`src/rtl/hvstat_pkg.sv`:
```
package hvstat_pkg;

  // strobes from control to datapath
  typedef struct packed {
    logic capture;   // freeze bit just rose: store live value
    logic holdSel;   // freeze bit held: present stored value
  } ctrlStrobes_t;

  // status word bit positions
  localparam int BIT_EMPTY  = 0;
  localparam int BIT_FULL   = 1;
  localparam int BIT_HBLANK = 2;
  localparam int BIT_VBLANK = 3;
  localparam int BIT_DMA    = 4;

endpackage

```
`src/rtl/hvstat_ctrl.sv`:
```
module hvstat_ctrl
  import hvstat_pkg::*;
(
  input  logic         clk,
  input  logic         rst_n,
  input  logic         latchEnable,
  input  logic         cmdFirstHalf,
  input  logic         statusRead,
  output ctrlStrobes_t strobes,
  output logic         latchPrev,
  output logic         cmdPending
);

  logic enablePrev;

  always_ff @(posedge clk) begin
    if (!rst_n) enablePrev <= 1'b0;
    else        enablePrev <= latchEnable;
  end

  // edge detection: capture only on the rise
  always_comb begin
    strobes.capture = latchEnable & ~enablePrev;
    strobes.holdSel = latchEnable &  enablePrev;
  end

  // half-command flag: a read clears it and wins over a set
  always_ff @(posedge clk) begin
    if (!rst_n)            cmdPending <= 1'b0;
    else if (statusRead)   cmdPending <= 1'b0;
    else if (cmdFirstHalf) cmdPending <= 1'b1;
  end

  assign latchPrev = enablePrev;

endmodule

```
`src/rtl/hvstat_datapath.sv`:
```
module hvstat_datapath
  import hvstat_pkg::*;
#(
  parameter int POS_W          = 16,
  parameter int MOD_W          = 9,
  parameter int V_W            = 8,
  parameter int LVL_W          = 4,
  parameter int FIFO_DEPTH     = 4,
  parameter int HMUL_W         = 8,
  parameter int WIDE_HMUL      = 110,
  parameter int NARROW_HMUL    = 90,
  parameter int WIDE_HB_START  = 32,
  parameter int WIDE_HB_LEN    = 94,
  parameter int NARROW_HB_START = 40,
  parameter int NARROW_HB_LEN  = 84,
  parameter int STAT_W         = 16
) (
  input  logic              clk,
  input  logic              rst_n,
  input  ctrlStrobes_t      strobes,
  input  logic [POS_W-1:0]  linePos,
  input  logic              wideMode,
  input  logic [V_W-1:0]    vCount,
  input  logic [LVL_W-1:0]  fifoLevel,
  input  logic              dmaActive,
  input  logic              vblank,
  output logic [STAT_W-1:0] statusWord,
  output logic [2*V_W-1:0]  hvWord
);

  localparam int PROD_W = MOD_W + HMUL_W;
  localparam int HV_W   = 2 * V_W;

  logic [MOD_W-1:0]  posMod;
  logic [MOD_W-1:0]  hbStart, hbLen, hbOffset;
  logic [HMUL_W-1:0] hMul;
  logic [PROD_W-1:0] hProd;
  logic [V_W-1:0]    hCount;
  logic [HV_W-1:0]   liveHv, heldHv;
  logic              hBlank, fifoEmpty, fifoFull;
  logic [STAT_W-1:0] statusNext;

  assign posMod = linePos[MOD_W-1:0];

  // per-mode constants
  always_comb begin
    if (wideMode) begin
      hbStart = MOD_W'(WIDE_HB_START);
      hbLen   = MOD_W'(WIDE_HB_LEN);
      hMul    = HMUL_W'(WIDE_HMUL);
    end else begin
      hbStart = MOD_W'(NARROW_HB_START);
      hbLen   = MOD_W'(NARROW_HB_LEN);
      hMul    = HMUL_W'(NARROW_HMUL);
    end
  end

  // wrapping window compare
  assign hbOffset = posMod - hbStart;
  assign hBlank   = hbOffset < hbLen;

  // horizontal count mapping
  assign hProd  = {{HMUL_W{1'b0}}, posMod} * {{MOD_W{1'b0}}, hMul};
  assign hCount = hProd[HMUL_W +: V_W];
  assign liveHv = {vCount, hCount};

  // FIFO flags, DMA forces empty
  assign fifoEmpty = dmaActive | (fifoLevel == '0);
  assign fifoFull  = ~dmaActive & (fifoLevel >= LVL_W'(FIFO_DEPTH));

  always_comb begin
    statusNext             = '0;
    statusNext[BIT_EMPTY]  = fifoEmpty;
    statusNext[BIT_FULL]   = fifoFull;
    statusNext[BIT_HBLANK] = hBlank;
    statusNext[BIT_VBLANK] = vblank;
    statusNext[BIT_DMA]    = dmaActive;
  end

  always_ff @(posedge clk) begin
    if (!rst_n) begin
      heldHv     <= '0;
      hvWord     <= '0;
      statusWord <= '0;
    end else begin
      if (strobes.capture) heldHv <= liveHv;
      hvWord     <= strobes.holdSel ? heldHv : liveHv;
      statusWord <= statusNext;
    end
  end

endmodule

```
`src/rtl/hvstat_top.sv`:
```
module hvstat_top
  import hvstat_pkg::*;
(
  input  logic        clk,
  input  logic        rst_n,
  input  logic [15:0] linePos,
  input  logic        wideMode,
  input  logic [7:0]  vCount,
  input  logic        latchEnable,
  input  logic [3:0]  fifoLevel,
  input  logic        dmaActive,
  input  logic        vblank,
  input  logic        cmdFirstHalf,
  input  logic        statusRead,
  output logic [15:0] statusWord,
  output logic [15:0] hvWord,
  output logic        cmdPending
);

  ctrlStrobes_t strobes;
  logic         latchPrev;

  hvstat_ctrl ctrlU (
    .clk          (clk),
    .rst_n        (rst_n),
    .latchEnable  (latchEnable),
    .cmdFirstHalf (cmdFirstHalf),
    .statusRead   (statusRead),
    .strobes      (strobes),
    .latchPrev    (latchPrev),
    .cmdPending   (cmdPending)
  );

  hvstat_datapath #(
    .POS_W (16),
    .V_W   (8),
    .LVL_W (4),
    .STAT_W(16)
  ) dpU (
    .clk        (clk),
    .rst_n      (rst_n),
    .strobes    (strobes),
    .linePos    (linePos),
    .wideMode   (wideMode),
    .vCount     (vCount),
    .fifoLevel  (fifoLevel),
    .dmaActive  (dmaActive),
    .vblank     (vblank),
    .statusWord (statusWord),
    .hvWord     (hvWord)
  );

endmodule

```
`config.mk`:
```
export PLATFORM = sky130hd
export DESIGN_NAME = hvstat_top
export DESIGN_NICKNAME = d
export VERILOG_FILES = /design/src/rtl/hvstat_pkg.sv /design/src/rtl/hvstat_ctrl.sv /design/src/rtl/hvstat_datapath.sv /design/src/rtl/hvstat_top.sv
export SDC_FILE = /design/constraint.sdc
export NUM_CORES = 1
export LEC_CHECK = 0
export ABC_CLOCK_PERIOD_IN_PS = 4500
export BUFFER_PORTS_ARGS = -buffer_cell sky130_fd_sc_hd__buf_4
export CAP_MARGIN = 15
export CORE_ASPECT_RATIO = 0.6
export CORE_MARGIN = 1.5
export CORE_UTILIZATION = 50
export DETAILED_ROUTE_END_ITERATION = 8
export GPL_TIMING_DRIVEN = 0
export PLACE_DENSITY = 0.87
export SLEW_MARGIN = 20
export SYNTH_ARGS = -nofsm -noshare
export SYNTH_HDL_FRONTEND = slang
export SYNTH_HIERARCHICAL = 1
export SYNTH_SLANG_ARGS = --single-unit
```
`constraint.sdc`:
```
create_clock -name clk -period 4.5 [get_ports clk]
set_clock_uncertainty 0.1 [all_clocks]
set_input_delay 0.9 -clock clk [delete_from_list [all_inputs] [get_ports clk]]
set_output_delay 0.9 -clock clk [all_outputs]
set_load 0.02 [all_outputs]
```
# Word level (Yosys, flattened, before mapping)
# Cells that the tools add are included.
[word_totals]
ff_bits = 50
latchBits = 0
mem_bits_rw = 0
mem_bits_ro = 0
inputBits = 36
out_inout_bits = 33
word_cells = 23
n_memories = 0
[classes]
add_sub_neg = 1
mul = 1
div_mod_pow = 0
order_cmp = 2
eq_ne = 0
shift = 0
muxes = 4
bitwise = 7
reduce_logical = 2
[op_table]
columns = ["op", "n"]
rows = [
  ["$mul A9 B7 Y16", 1],
  ["$mux W16", 1],
  ["$lt A9 B7 Y1", 1],
  ["$sub A9 B6 Y9", 1],
  ["$mux W4", 2],
  ["$mux W6", 1],
  ["$ge A4 B3 Y1 const B", 1],
  ["$logic_not A4 Y1", 1],
  ["$and A1 B1 Y1", 3],
  ["$not A1 Y1", 3],
  ["$reduce_or A2 Y1", 1],
  ["$or A1 B1 Y1", 1],
]

# Longest topological paths before layout
[logic_depth]
word_depth = 3
mapped_depth = 16
depth_no_buf = 14

# Modules after synthesis
# Netlist, hierarchy kept.
[modules_own_cells]
columns = ["module", "instances", "cells_each", "area_per_inst_um2"]
rows = [
  ["hvstat_datapath", 1, 328, 3029.2],
  ["hvstat_ctrl", 1, 7, 78.8],
]

# Least setup slack after synthesis
# No wires, ideal clock.
[synth_path]
path_type = "input -> register"
start = "input port wideMode"
end = "register dpU.heldHv[3]"
arrival_time_ns = 4.658
required_time_ns = 4.258
path_slack_ns = -0.400
path_stages = 14
path_buffers = 2
cell_sequence = "clkbuf_1 -> clkbuf_1 -> nand2_1 -> fa_1 -> inv_1 -> fa_1 -> fa_1 -> ha_1 -> ha_1 -> a21o_1 -> a41o_1 -> o221a_2 -> o2111ai_1 -> o311ai_0"
[synth_via]
elab_chain_len = 2
[synth_lines]
columns = ["element", "line_no", "rtl"]
rows = [
  ["start, declared", "hvstat_top.sv:7", "input logic wideMode,"],
  ["$mux W6", "hvstat_datapath.sv:47", "if (wideMode) begin"],
  ["$mul A9 B7 Y16", "hvstat_datapath.sv:63", "assign hProd = {{HMUL_W{1'b0}}, posMod} * {{MOD_W{1'b0}}, hMul};"],
  ["end signal, assigned", "hvstat_datapath.sv:86", "if (strobes.capture) heldHv <= liveHv;"],
  ["end, declared", "hvstat_datapath.sv:39", "logic [HV_W-1:0] liveHv, heldHv;"],
]
# No other way between the ends.
# A chain may end at the register's enable or synchronous reset.

# Worst setup path after layout
[layout_path]
start = "input port wideMode"
end = "register dpU.hvWord[3]"
[layout_via]
elab_chain_len = 3
[layout_lines]
columns = ["element", "line_no", "rtl"]
rows = [
  ["$mux W6", "hvstat_datapath.sv:47", ""],
  ["$mul A9 B7 Y16", "hvstat_datapath.sv:63", ""],
  ["$mux W16", "hvstat_datapath.sv:87", "hvWord <= strobes.holdSel ? heldHv : liveHv;"],
  ["end signal, assigned", "hvstat_datapath.sv:87", ""],
  ["end, declared", "hvstat_datapath.sv:28", "output logic [2*V_W-1:0] hvWord"],
]
# No other way between the ends.

==> qor.yml <==
timing:
  min_period_over_period_pct: 98.37
  layout_min_cycle_time_ns: 4.427
  fmaxAchievable_ghz: 0.2259
  hold_viol: 0
  worst_pin_slew_ns: 0.6179
  slew_headroom_pct: 58.81
  final_max_slew_viol_count: 0
  setup_viol: 0
  setup_ws_ns: 0.07321
grt:
  global_route.usage.met3_pct: 6.531
  busiest_layer: "met2"
  antenna_found_initial: 0
  grt_use_met1_pct: 31.21
  grt_pass1_vias: 2573
  grt_use_total_pct: 23.50
  grt_overflow: 0
  grtUsageMet2_pct: 38.73
  grt_pass1_wl_um: 12300
  grt_max_degree: 14
clocking:
  cts_buffer_depth: 2
  path_clk_slew_ns: 0.08
  insertion_delay_ns: 0.28
  tritoncts: "yes"
  clock-root-buffer: "clkbuf_8"
  htreeDepth: 2
  clock-sinks: 39
  numCtsBuffers: 5
drt:
  drt_wl_total_um: 7613
  viasPerCell: 5.235
  wl_per_cell_um: 15.32
  drc: 0
  ant_nets: 0
  dr.pass1.iters: 4
  drt_iter0_drc: 193
  vias: 2602
final_layout:
  diodes: 0
  layout.nets: 504
  fill_cells: 454
  syn2layout_area_growth_pct: 32.73
  final_layout_size_suffix_gt1_share_pct: 28.57
critical_path:
  cp-end-kind: "flip-flop"
  ff2ff_path_depth: 5
  arrival_ns: 4.49
  cp_cell_sequence: "buf_12 > clkbuf_16 > buf_4 > nand2_2 > fa_1 > inv_2 > fa_1 > fa_1 > ha_4 > ha_4 > a21o_1 > a41o_1 > o221a_4 > o2111ai_4 > o311ai_4"
  crit_required_ns: 4.56
  crit_family: "adder cells"
  cp_slowest_cell: "fa_1"
  cpMostUsedCell: "fa_1"
  critPathMaxStageDelay_ns: 0.56
  r2r_slack_ns: 2.49
  r2r-end: "dpU/heldHv[3]"
  crit_fanout: 10
  crit_type: "in2reg"
  r2r_start: "ctrlU/latchPrev"
  startpoint_type: "primary input"
  path_buf_inv: 4
logic_synthesis:
  synthTopCellsByArea: "dfxtp_1 (25%), fa_1 (18%), ha_1 (11%)"
  synth_flop_cell: "dfxtp_1"
  yosysTopAreaCellShare_pct: 25.12
  synth_cells: 335
  ys_seq_area_share_pct: 25.12
  yosysTopAreaCell: "dfxtp_1"
  avgSynthCellArea_um2: 9.278
  netlist_top_cells_count: "inv_1 (45), dfxtp_1 (39), fa_1 (28), ha_1 (28), nand3_1 (20)"
  synth_cell_types: 51
  synth_most_common_cell: "inv_1"
  syn_area_mm2: 0.003108
  async_flop_share_pct: 0
  ys_seq_elements: 39
  synth_warnings: 6
  synth_edf_count: 0
status:
  status: "finished clean"
floorplanning:
  io_pins: 69
  start_util_pct: 51.32
  core_mm2: 0.006056
  rows: 22
  die-width_um: 104.8
  die-area_mm2: 0.006714
  die_y_um: 64.07
min_path:
  hold-path-cell-count: 2
  hold_class: "reg2reg"
  worstHoldStart: "dpU/heldHv[2]"
  hold_end: "dpU/hvWord[2]"
placed_design:
  port_buffers: 50
  dp_hpwl_um: 5749
  dp_worst_setup_slack_ns: -0.4325
  routabilityCongestion: 0.9246
flow_run:
  maxCapViolCount: 0
power_and_ir_drop:
  powerDensity_mw_per_mm2: 490.7
  p_leak_nw: 1.961
  power_mw: 2.024
  vdd_drop_max_mv: 0.2373
-- state kept, by name (all words and copies together) (netlist names) --
| name | flops |
|---|---|
| dpU/statusWord | 5 |
| ctrlU/cmdPending | 1 |
| ctrlU/latchPrev | 1 |
| dpU/heldHv | 16 |
| dpU/hvWord | 16 |
-- final cells by class --
| class | instances | area [um^2] | area share (%) |
|---|---|---|---|
| plain buffers | 21 | 142.6 | 3.458 |
| clock buffers | 5 | 68.82 | 1.668 |
| clock inverters | 3 | 43.79 | 1.062 |
| inverters | 46 | 172.7 | 4.186 |
| multi-input cells | 238 | 2317 | 56.17 |
| flip-flops and latches | 39 | 780.7 | 18.93 |
| well taps | 84 | 105.1 | 2.548 |
| repair buffers | 61 | 494.2 | 11.98 |
-- cells in the final DEF, fill, tap and decap left out, types with 3 or more instances in the layout --
master    synthesis  layout
a21o_1            5       5
a21oi_1           6       4
and2_1            6       5
buf_4            11      69
clkbuf_1         10       8
clkbuf_8          0       5
conb_1            2      12
dfxtp_1          39      39
fa_1             28      27
ha_1             28      16
ha_4              0      11
inv_1            45      40
inv_2             0       5
mux2i_1          17      17
nand2_1          17      14
nand2b_1          5       4
nand3_1          20      20
nor2_1           11      11
nor2b_1          18      18
nor3_1            3       3
nor3b_1           3       3
o21a_1            3       3
o21ai_0           7       6
o21ai_1           3       4
or2_1             3       3
xnor2_1           3       3
-- report_power, final --
group	leakage, nW	internal (mW)	switching [mW]
clock network	0.0581	0.165	0.125
logic	1.58	0.607	0.691
registers	0.323	0.413	0.0244
total	1.96	1.18	0.839
-- worst register-to-register path, stage by stage, from the launching register on --
cell      delay (ns)
dfxtp_1         0.32
and2b_2         0.20
buf_2           0.29
clkbuf_1        0.53
nand3_1         0.18
o311ai_1        0.30
-- cells by family after synthesis --
| family | Yosys count | share of synthesized area, % |
|---|---|---|
| AO/OA/AOI/OAI | 52 | 12.08 |
| XOR/XNOR | 5 | 1.409 |
| adder cells (fa/ha/maj) | 56 | 29.31 |
| buffers and inverters | 68 | 9.581 |
| flip-flops | 39 | 25.12 |
| multiplexers | 17 | 5.475 |
| other | 2 | 0.2416 |
| AND/OR/NAND/NOR | 96 | 16.79 |
-- how the worst max path moves through the flow --
stage / depth (start not counted) / endpoint / start / slack, ns
floorplan: 16 / dpU/heldHv[3] / wideMode / -0.01
global placement: 17 / dpU/hvWord[1] / wideMode / -0.35
CTS: 17 / dpU/heldHv[7] / wideMode / -0.005
global route: 16 / dpU/heldHv[7] / wideMode / -0.03
finish: 15 / dpU/hvWord[3] / wideMode / 0.07
detailed placement: 17 / dpU/heldHv[7] / wideMode / -0.43
-- what timing repair did --
item / in CTS / in global routing
pin swaps: 12 / 17
endpoints found under the setup margin: 14 / 14
cloned: 1 / 0
hold buffers: 0 / 0
gates resized for setup: 13 / 19
buffers inserted: 7 / 4
-- per-layer routing --
metal	share of wire, %	routed length [um]
met3	7.4	565
met1	45	3402
met5	0	0
met4	0.66	50
met2	47	3595
-- per-stage QoR --
step	area [um^2]	utilization [%]	setup TNS (ns)	hold WS [ns]	instances
6_report	4125	68.12	0	0.3751	497
4_1_cts	4030	66.55	-0.005224	0.3752	494
3_3_place_gp	3769	62.23	-4.335	0.3522	479
3_5_place_dp	3769	62.23	-5.462	0.3649	479
5_1_grt	4125	68.12	-0.07272	0.4001	497
2_1_floorplan	3288	-	-0.01245	0.3380	345
No activity file was read; power rests on OpenSTA's default activity.
